### src/rtl/spi_sel_pkg.sv
package spi_sel_pkg;
  parameter int unsigned SPI_W = 8;
  parameter int unsigned SYNC_STAGES = 2;

  typedef struct packed {
    logic sel_n;
    logic lead;
    logic trail;
  } spi_evt_t;
endpackage

### src/rtl/spi_sel_sync.sv
module spi_sel_sync #(
  parameter int unsigned W = 3,
  parameter int unsigned STAGES = 2,
  parameter logic [W-1:0] RST_VAL = '0
) (
  input  logic         clk_i,
  input  logic         rst_ni,
  input  logic [W-1:0] d_i,
  output logic [W-1:0] q_o
);
  logic [W-1:0] stg_q [STAGES];

  for (genvar s = 0; s < STAGES; s++) begin : g_stg
    if (s == 0) begin : g_first
      always_ff @(posedge clk_i or negedge rst_ni)
        if (!rst_ni) stg_q[s] <= RST_VAL;
        else         stg_q[s] <= d_i;
    end else begin : g_next
      always_ff @(posedge clk_i or negedge rst_ni)
        if (!rst_ni) stg_q[s] <= RST_VAL;
        else         stg_q[s] <= stg_q[s-1];
    end
  end

  assign q_o = stg_q[STAGES-1];
endmodule

### src/rtl/spi_sel_front.sv
module spi_sel_front
  import spi_sel_pkg::*;
(
  input  logic     clk_i,
  input  logic     rst_ni,
  input  logic     sck_s_i,
  input  logic     ss_s_i,
  input  logic     ssm_i,
  input  logic     ssi_i,
  input  logic     cpol_i,
  output spi_evt_t evt_o
);
  logic sck_n, sck_n_q;

  // normalise so that 1 means "away from idle"
  assign sck_n = sck_s_i ^ cpol_i;

  always_ff @(posedge clk_i or negedge rst_ni)
    if (!rst_ni) sck_n_q <= 1'b0;
    else         sck_n_q <= sck_n;

  assign evt_o.sel_n = ssm_i ? ssi_i : ss_s_i;
  assign evt_o.lead  =  sck_n & ~sck_n_q;
  assign evt_o.trail = ~sck_n &  sck_n_q;
endmodule

### src/rtl/spi_sel_core.sv
module spi_sel_core
  import spi_sel_pkg::*;
#(
  parameter int unsigned W = SPI_W
) (
  input  logic         clk_i,
  input  logic         rst_ni,
  input  spi_evt_t     evt_i,
  input  logic         mosi_s_i,
  input  logic         cpha_i,
  input  logic         tx_load_i,
  input  logic [W-1:0] tx_data_i,
  output logic         miso_o,
  output logic [W-1:0] rx_data_o,
  output logic         rx_valid_o,
  output logic         byte_done_o
);
  localparam int unsigned CNT_W = (W > 1) ? $clog2(W) : 1;
  localparam logic [CNT_W-1:0] LAST = CNT_W'(W - 1);

  logic [CNT_W-1:0] cnt_q;
  logic [W-1:0]     rx_sr_q, tx_sr_q, rx_next;
  logic             sample, shift;

  assign sample  = cpha_i ? evt_i.trail : evt_i.lead;
  // phase 1: first leading edge of a byte presents the MSB without shifting
  assign shift   = cpha_i ? (evt_i.lead && cnt_q != '0) : evt_i.trail;
  assign rx_next = {rx_sr_q[W-2:0], mosi_s_i};
  assign byte_done_o = ~evt_i.sel_n & sample & (cnt_q == LAST);

  always_ff @(posedge clk_i or negedge rst_ni)
    if (!rst_ni) begin
      cnt_q      <= '0;
      rx_sr_q    <= '0;
      rx_data_o  <= '0;
      rx_valid_o <= 1'b0;
    end else begin
      rx_valid_o <= 1'b0;
      if (evt_i.sel_n) begin
        cnt_q <= '0;
      end else if (sample) begin
        rx_sr_q <= rx_next;
        if (cnt_q == LAST) begin
          cnt_q      <= '0;
          rx_data_o  <= rx_next;
          rx_valid_o <= 1'b1;
        end else begin
          cnt_q <= cnt_q + 1'b1;
        end
      end
    end

  always_ff @(posedge clk_i or negedge rst_ni)
    if (!rst_ni)                      tx_sr_q <= '0;
    else if (tx_load_i)               tx_sr_q <= tx_data_i;
    else if (!evt_i.sel_n && shift)   tx_sr_q <= {tx_sr_q[W-2:0], 1'b0};

  assign miso_o = tx_sr_q[W-1];


  cnt_reset_chk: assert property (@(posedge clk_i) disable iff (!rst_ni)
    evt_i.sel_n |=> (cnt_q == '0));

  rx_valid_cnt_chk: assert property (@(posedge clk_i) disable iff (!rst_ni)
    rx_valid_o |-> ($past(cnt_q) == LAST));

  rx_pulse_chk: assert property (@(posedge clk_i) disable iff (!rst_ni)
    rx_valid_o |=> !rx_valid_o);
endmodule

### src/rtl/spi_sel_wcol.sv
module spi_sel_wcol (
  input  logic clk_i,
  input  logic rst_ni,
  input  logic sel_n_i,
  input  logic cpha_i,
  input  logic byte_done_i,
  input  logic tx_wr_i,
  input  logic wcol_clr_i,
  output logic tx_load_o,
  output logic wcol_o
);
  logic done_hold_q, collide;

  // select has stayed active since the last finished byte
  always_ff @(posedge clk_i or negedge rst_ni)
    if (!rst_ni)          done_hold_q <= 1'b0;
    else if (sel_n_i)     done_hold_q <= 1'b0;
    else if (byte_done_i) done_hold_q <= 1'b1;

  assign collide   = tx_wr_i & ~cpha_i & ~sel_n_i & done_hold_q;
  assign tx_load_o = tx_wr_i & ~collide;

  always_ff @(posedge clk_i or negedge rst_ni)
    if (!rst_ni)         wcol_o <= 1'b0;
    else if (collide)    wcol_o <= 1'b1;
    else if (wcol_clr_i) wcol_o <= 1'b0;


  wcol_sticky_chk: assert property (@(posedge clk_i) disable iff (!rst_ni)
    (wcol_o && !wcol_clr_i) |=> wcol_o);

  wcol_clear_chk: assert property (@(posedge clk_i) disable iff (!rst_ni)
    (wcol_clr_i && !collide) |=> !wcol_o);

  wcol_block_chk: assert property (@(posedge clk_i) disable iff (!rst_ni)
    (tx_wr_i && !tx_load_o) |=> wcol_o);
endmodule

### src/rtl/spi_sel_slave.sv
module spi_sel_slave
  import spi_sel_pkg::*;
#(
  parameter int unsigned W = SPI_W,
  parameter int unsigned STAGES = SYNC_STAGES
) (
  input  logic         clk_i,
  input  logic         rst_ni,
  input  logic         sck_i,
  input  logic         mosi_i,
  input  logic         ss_ni,
  output logic         miso_o,
  output logic         miso_oe_o,
  input  logic         ssm_i,
  input  logic         ssi_i,
  input  logic         cpol_i,
  input  logic         cpha_i,
  input  logic         tx_wr_i,
  input  logic [W-1:0] tx_data_i,
  output logic [W-1:0] rx_data_o,
  output logic         rx_valid_o,
  output logic         wcol_o,
  input  logic         wcol_clr_i
);
  logic [2:0] pins_s;
  spi_evt_t   evt;
  logic       tx_load, byte_done, miso_bit;

  // order: {ss, mosi, sck}; select resets inactive
  spi_sel_sync #(.W(3), .STAGES(STAGES), .RST_VAL(3'b100)) i_sync (
    .clk_i (clk_i),
    .rst_ni(rst_ni),
    .d_i   ({ss_ni, mosi_i, sck_i}),
    .q_o   (pins_s)
  );

  spi_sel_front i_front (
    .clk_i  (clk_i),
    .rst_ni (rst_ni),
    .sck_s_i(pins_s[0]),
    .ss_s_i (pins_s[2]),
    .ssm_i  (ssm_i),
    .ssi_i  (ssi_i),
    .cpol_i (cpol_i),
    .evt_o  (evt)
  );

  spi_sel_wcol i_wcol (
    .clk_i      (clk_i),
    .rst_ni     (rst_ni),
    .sel_n_i    (evt.sel_n),
    .cpha_i     (cpha_i),
    .byte_done_i(byte_done),
    .tx_wr_i    (tx_wr_i),
    .wcol_clr_i (wcol_clr_i),
    .tx_load_o  (tx_load),
    .wcol_o     (wcol_o)
  );

  spi_sel_core #(.W(W)) i_core (
    .clk_i      (clk_i),
    .rst_ni     (rst_ni),
    .evt_i      (evt),
    .mosi_s_i   (pins_s[1]),
    .cpha_i     (cpha_i),
    .tx_load_i  (tx_load),
    .tx_data_i  (tx_data_i),
    .miso_o     (miso_bit),
    .rx_data_o  (rx_data_o),
    .rx_valid_o (rx_valid_o),
    .byte_done_o(byte_done)
  );

  assign miso_oe_o = ~evt.sel_n;
  assign miso_o    = miso_bit & ~evt.sel_n;


  soft_sel_chk: assert property (@(posedge clk_i) disable iff (!rst_ni)
    (ssm_i && ssi_i) |-> !miso_oe_o);

  release_chk: assert property (@(posedge clk_i) disable iff (!rst_ni)
    !miso_oe_o |-> !miso_o);
endmodule

### config.mk
export PLATFORM = sky130hd
export DESIGN_NAME = spi_sel_slave
export DESIGN_NICKNAME = d
export VERILOG_FILES = /design/src/rtl/spi_sel_pkg.sv /design/src/rtl/spi_sel_sync.sv /design/src/rtl/spi_sel_front.sv /design/src/rtl/spi_sel_core.sv /design/src/rtl/spi_sel_wcol.sv /design/src/rtl/spi_sel_slave.sv
export SDC_FILE = /design/constraint.sdc
export NUM_CORES = 1
export LEC_CHECK = 0
export ABC_AREA = 1
export CAP_MARGIN = 5
export CORE_MARGIN = 2
export CORE_UTILIZATION = 30
export CTS_BUF_LIST = sky130_fd_sc_hd__clkbuf_2
export CTS_CLUSTER_DIAMETER = 40
export DETAILED_ROUTE_END_ITERATION = 16
export DONT_BUFFER_PORTS = 1
export HOLD_SLACK_MARGIN = 0.03
export PLACE_DENSITY_LB_ADDON = 0.25
export SKIP_CTS_REPAIR_TIMING = 1
export SKIP_LAST_GASP = 1
export SLEW_MARGIN = 20
export SYNTH_ARGS = -nofsm -noshare
export SYNTH_HDL_FRONTEND = slang
export SYNTH_SLANG_ARGS = --single-unit
### constraint.sdc
create_clock -name clk_i -period 1.37 [get_ports clk_i]
set_clock_uncertainty 0.05 [all_clocks]
set_input_delay 0 -clock clk_i [delete_from_list [all_inputs] [get_ports clk_i]]
set_output_delay 0 -clock clk_i [all_outputs]
set_load 0.05 [all_outputs]
==> metrics.md <==
| Metric | Value |
|---|---|
| Maximum number of pins on one net before global-route repair | 37 |
| Net Count, Synth | 200 |
| Global Route Usage Sum | 0.1119 |
| Type of element capturing the critical path | flop |
| Worst min path class | in2reg |
| Endpoints failing hold | 0 |
| Library cell occupying the most area in the post-synthesis netlist | sky130_fd_sc_hd__dfrtp_1 |
| Kind of start point of the critical path | input pin |
| Number of nets with antenna violations after detailed routing | 0 |
| Worst-Margin Slew | approximately 0.66 ns |
| Switch Pwr | 0.0007181 W |
| Vias per inst | 4.371 |
| Main flop type after synthesis | sky130_fd_sc_hd__dfrtp_1 |
| Global-route wire length before repair | 5457 um |
| TritonCTS clock tree | yes |
| Worst slack, placed | -0.07159 ns |
| Critical path class | in2reg |
| Vias in the first global route | 1185 |
| Yosys Warn Count | 0 |
| Via count | 1342 |
| Final WS setup | -0.1581 ns |
| Switching Share | 0.3180 |
| Achievable frequency | approximately 0.65 GHz |
| Layout Area Growth over Synthesis | 43.59% |
| Required time of the critical path | between 1.5 and 2 ns |
| Unrepaired setup endpoints after global routing | yes |
| Yosys top cell area share | 0.5041 |
| Floorplan die width | 79.01 um |
| Ranking of synthesized cells by area | sky130_fd_sc_hd__dfrtp_1 (50%), sky130_fd_sc_hd__nand2_1 (12%), sky130_fd_sc_hd__o21ai_2 (7.3%) |
| Total of flip-flops plus latches after synthesis | 36 |
| Period minus WS final | 1.528 ns |
| Outcome | finished, violations left |
| Synthesized instance count | 178 |
| Cell internal pwr | 0.001540 W |
| Leakage dissipation | 1.201 nW |
| Total half-perimeter wirelength after legalization and detailed placement | 2116 um |
| Met1 track demand over resource | 0.1350 |
| Vertical die dimension | between 70 and 80 um |
| Clk network pwr share | 0.193 |
| Source-to-sink clock delay at the later pin of the worst-skew pair | 0.36 ns |
| Post-Route Utilization | 0.4428 |
| Most frequent cell after synthesis | sky130_fd_sc_hd__nand2_1 |
| Arrival time at the worst endpoint | about 1.8 ns |
| Pre-antenna DRT Iters | 5 |
| EDFF count, synth | 0 |
| Final weighted congestion in routability-driven placement | about 0.76 |
| Global routing's busiest layer | met2 |
| Tightest hold margin | roughly 0.014 ns |
| Sinks on the clock net | 36 |
| Asr flop ratio synth | 1.000 |
| Leading cell types by count after synthesis | sky130_fd_sc_hd__nand2_1 (55), sky130_fd_sc_hd__dfrtp_1 (34), sky130_fd_sc_hd__inv_1 (23) |
| Total length of routed wires | 3712 um |
| Aggregate global routing overflow | 0 |
| Part of the power in combinational logic | 0.253 |
| Initial core utilization | 0.3084 |
| Synthesized area | 1688 um^2 |
| Power per Cell Area | slightly above 900 nW/um^2 |
| Placeable core area | 5473 um^2 |
| Failing checks | negative setup slack |
| Share of post-route cells with drive strength above 1 | 0.3915 |
| Routing usage on met3 | 0.04773 |
| Clock-pin slew on the worst setup and hold paths | 0.18 ns |
| Die footprint | 6243 um^2 |
| Part of the Yosys area used for sequential elements | 0.5352 |
| Max_cap viols | 0 |
| Root cell of the clock tree | sky130_fd_sc_hd__clkbuf_2 |
| Share of total power in sequential cells | 0.554 |
| Highest fanout seen on the critical path | 11 |
| Number of I/O port buffers | 0 |
| Initial antenna violation count | 0 |
| Met2 track demand over resource | 0.1856 |
| TritonCTS Buffers | 5 |
| Violation count after the first detailed-routing iteration | 33 |
| Row Count | 27 |
| Top Ports | 31 |
| H-Tree Depth | 2 |
| Diodes inserted | 0 |
| IR drop worst, VDD | 0.4968 mV |
| Post-synthesis cell type count | 19 |
| Average routed wire per standard cell | 12.09 um |
| Avg Synthesized Cell Area | 9.482 um^2 |
| Final number of setup-violating endpoints | 26 |
| Remaining DRCs | 0 |
| Post-route fraction of the period consumed by the critical path | 1.115 |
| Slew Viols, Final | 0 |
| Nets | 257 |
| Headroom to the max-slew limit | 0.5609 |
| Longest Clk Path Bufs | 2 |
metal layers:
| metal | vias to the layer above | wire length, um |
|---|---|---|
| li1 | 671 | - |
| met1 | 646 | 1747 |
| met2 | 23 | 1822 |
| met3 | 2 | 125 |
| met4 | 0 | 17 |
| met5 | - | 0 |
flip-flops by register name, summed over array words and instances (netlist names):
| signal | count |
|---|---|
| i_core.rx_valid_o | 1 |
| i_wcol.wcol_o | 1 |
| i_core.rx_sr_q | 7 |
| i_sync.q_o | 3 |
| i_wcol.done_hold_q | 1 |
| i_front.sck_n_q | 1 |
| i_core.cnt_q | 3 |
| i_core.tx_sr_q | 8 |
| i_sync.stg_q | 3 |
| i_core.rx_data_o | 8 |
path summary, 6_finish.rpt:
check,from,end,slack (ns),cells past startpoint
max,tx_wr_i,i_core.tx_sr_q[6],-0.16,8
min,ssm_i,i_wcol.done_hold_q,0.01,6
max reg2reg,i_sync.q_o[0],i_core.rx_sr_q[3],-0.09,8
min reg2reg,i_sync.stg_q[5],i_sync.q_o[2],0.32,0
max in group asynchronous,rst_ni,i_sync.stg_q[5],0.44,3
min in group asynchronous,rst_ni,i_core.tx_sr_q[5],0.56,3
per-stage QoR:
stage | power (W) | cell area [um^2] | instances | setup TNS [ns]
floorplan | 0.001570 | 1722 | 178 | -0.1058
global placement | 0.001636 | 1906 | 265 | -0.02832
detailed placement | 0.001642 | 1906 | 265 | -0.09133
CTS | 0.002095 | 1938 | 272 | -0.7205
global route | 0.002440 | 2424 | 307 | -4.021
finish | 0.002258 | 2424 | 307 | -2.267
power by group through the flow:
stage	logic (W)	registers, W	clock network (W)
2_1_floorplan	0.000320	0.00125	0
3_3_place_gp	0.000371	0.00126	0
3_5_place_dp	0.000378	0.00126	0
4_1_cts	0.000379	0.00125	0.000470
5_1_grt	0.000635	0.00127	0.000535
6_report	0.000571	0.00125	0.000436
cells by family after synthesis:
logic type | Yosys count | synth area share
AND/OR/NAND/NOR | 92 | 0.2661
flip-flops | 36 | 0.5352
buffers and inverters | 28 | 0.08228
adder cells (fa/ha/maj) | 3 | 0.02224
AO/OA/AOI/OAI | 19 | 0.09414
placed cells by master, fill, tap and decap left out:
master                          synthesis  routed
sky130_fd_sc_hd__nand2_1               55      50
sky130_fd_sc_hd__dfrtp_1               34      34
sky130_fd_sc_hd__buf_4                  0      20
sky130_fd_sc_hd__inv_1                 23      18
sky130_fd_sc_hd__dlygate4sd3_1          0      17
sky130_fd_sc_hd__nand3_1               18      16
sky130_fd_sc_hd__o21ai_2               14      15
sky130_fd_sc_hd__nand2_2                8      11
sky130_fd_sc_hd__buf_6                  3       9
sky130_fd_sc_hd__nand2_4                6       6
sky130_fd_sc_hd__nand2_8                0       6
sky130_fd_sc_hd__clkbuf_2               0       5
sky130_fd_sc_hd__inv_2                  1       4
sky130_fd_sc_hd__buf_12                 0       4
sky130_fd_sc_hd__ha_1                   3       3
sky130_fd_sc_hd__nand3_2                1       2
sky130_fd_sc_hd__nor2_4                 1       2
sky130_fd_sc_hd__o21ai_0                3       2
sky130_fd_sc_hd__clkinv_1               0       2
sky130_fd_sc_hd__dfstp_2                2       2
sky130_fd_sc_hd__nand3_4                0       1
sky130_fd_sc_hd__o21ai_4                1       1
sky130_fd_sc_hd__clkinv_4               0       1
sky130_fd_sc_hd__nor2_2                 1       1
sky130_fd_sc_hd__a21oi_2                0       1
sky130_fd_sc_hd__inv_4                  0       1
sky130_fd_sc_hd__nor2_1                 2       1
worst max-delay path: stages:
cell and delay [ns]:
sky130_fd_sc_hd__dlygate4sd3_1 0.96, sky130_fd_sc_hd__nand2_2 0.14, sky130_fd_sc_hd__nor2_4 0.23, sky130_fd_sc_hd__nand2_8 0.11, sky130_fd_sc_hd__nand2_8 0.11, sky130_fd_sc_hd__nand2_4 0.09, sky130_fd_sc_hd__nand2_1 0.07, sky130_fd_sc_hd__nand2_1 0.05
layout make-up:
cell class	instances	area, um^2
Multi-Input combinational cell	118	798.3
Sequential cell	36	903.4
Tap cell	72	90.09
Timing Repair Buffer	50	501.7
Clock buffer	5	25.02
Inverter	24	97.59
Clock inverter	2	7.507
Fill cell	552	3049
(Power assumes the default switching activity.)
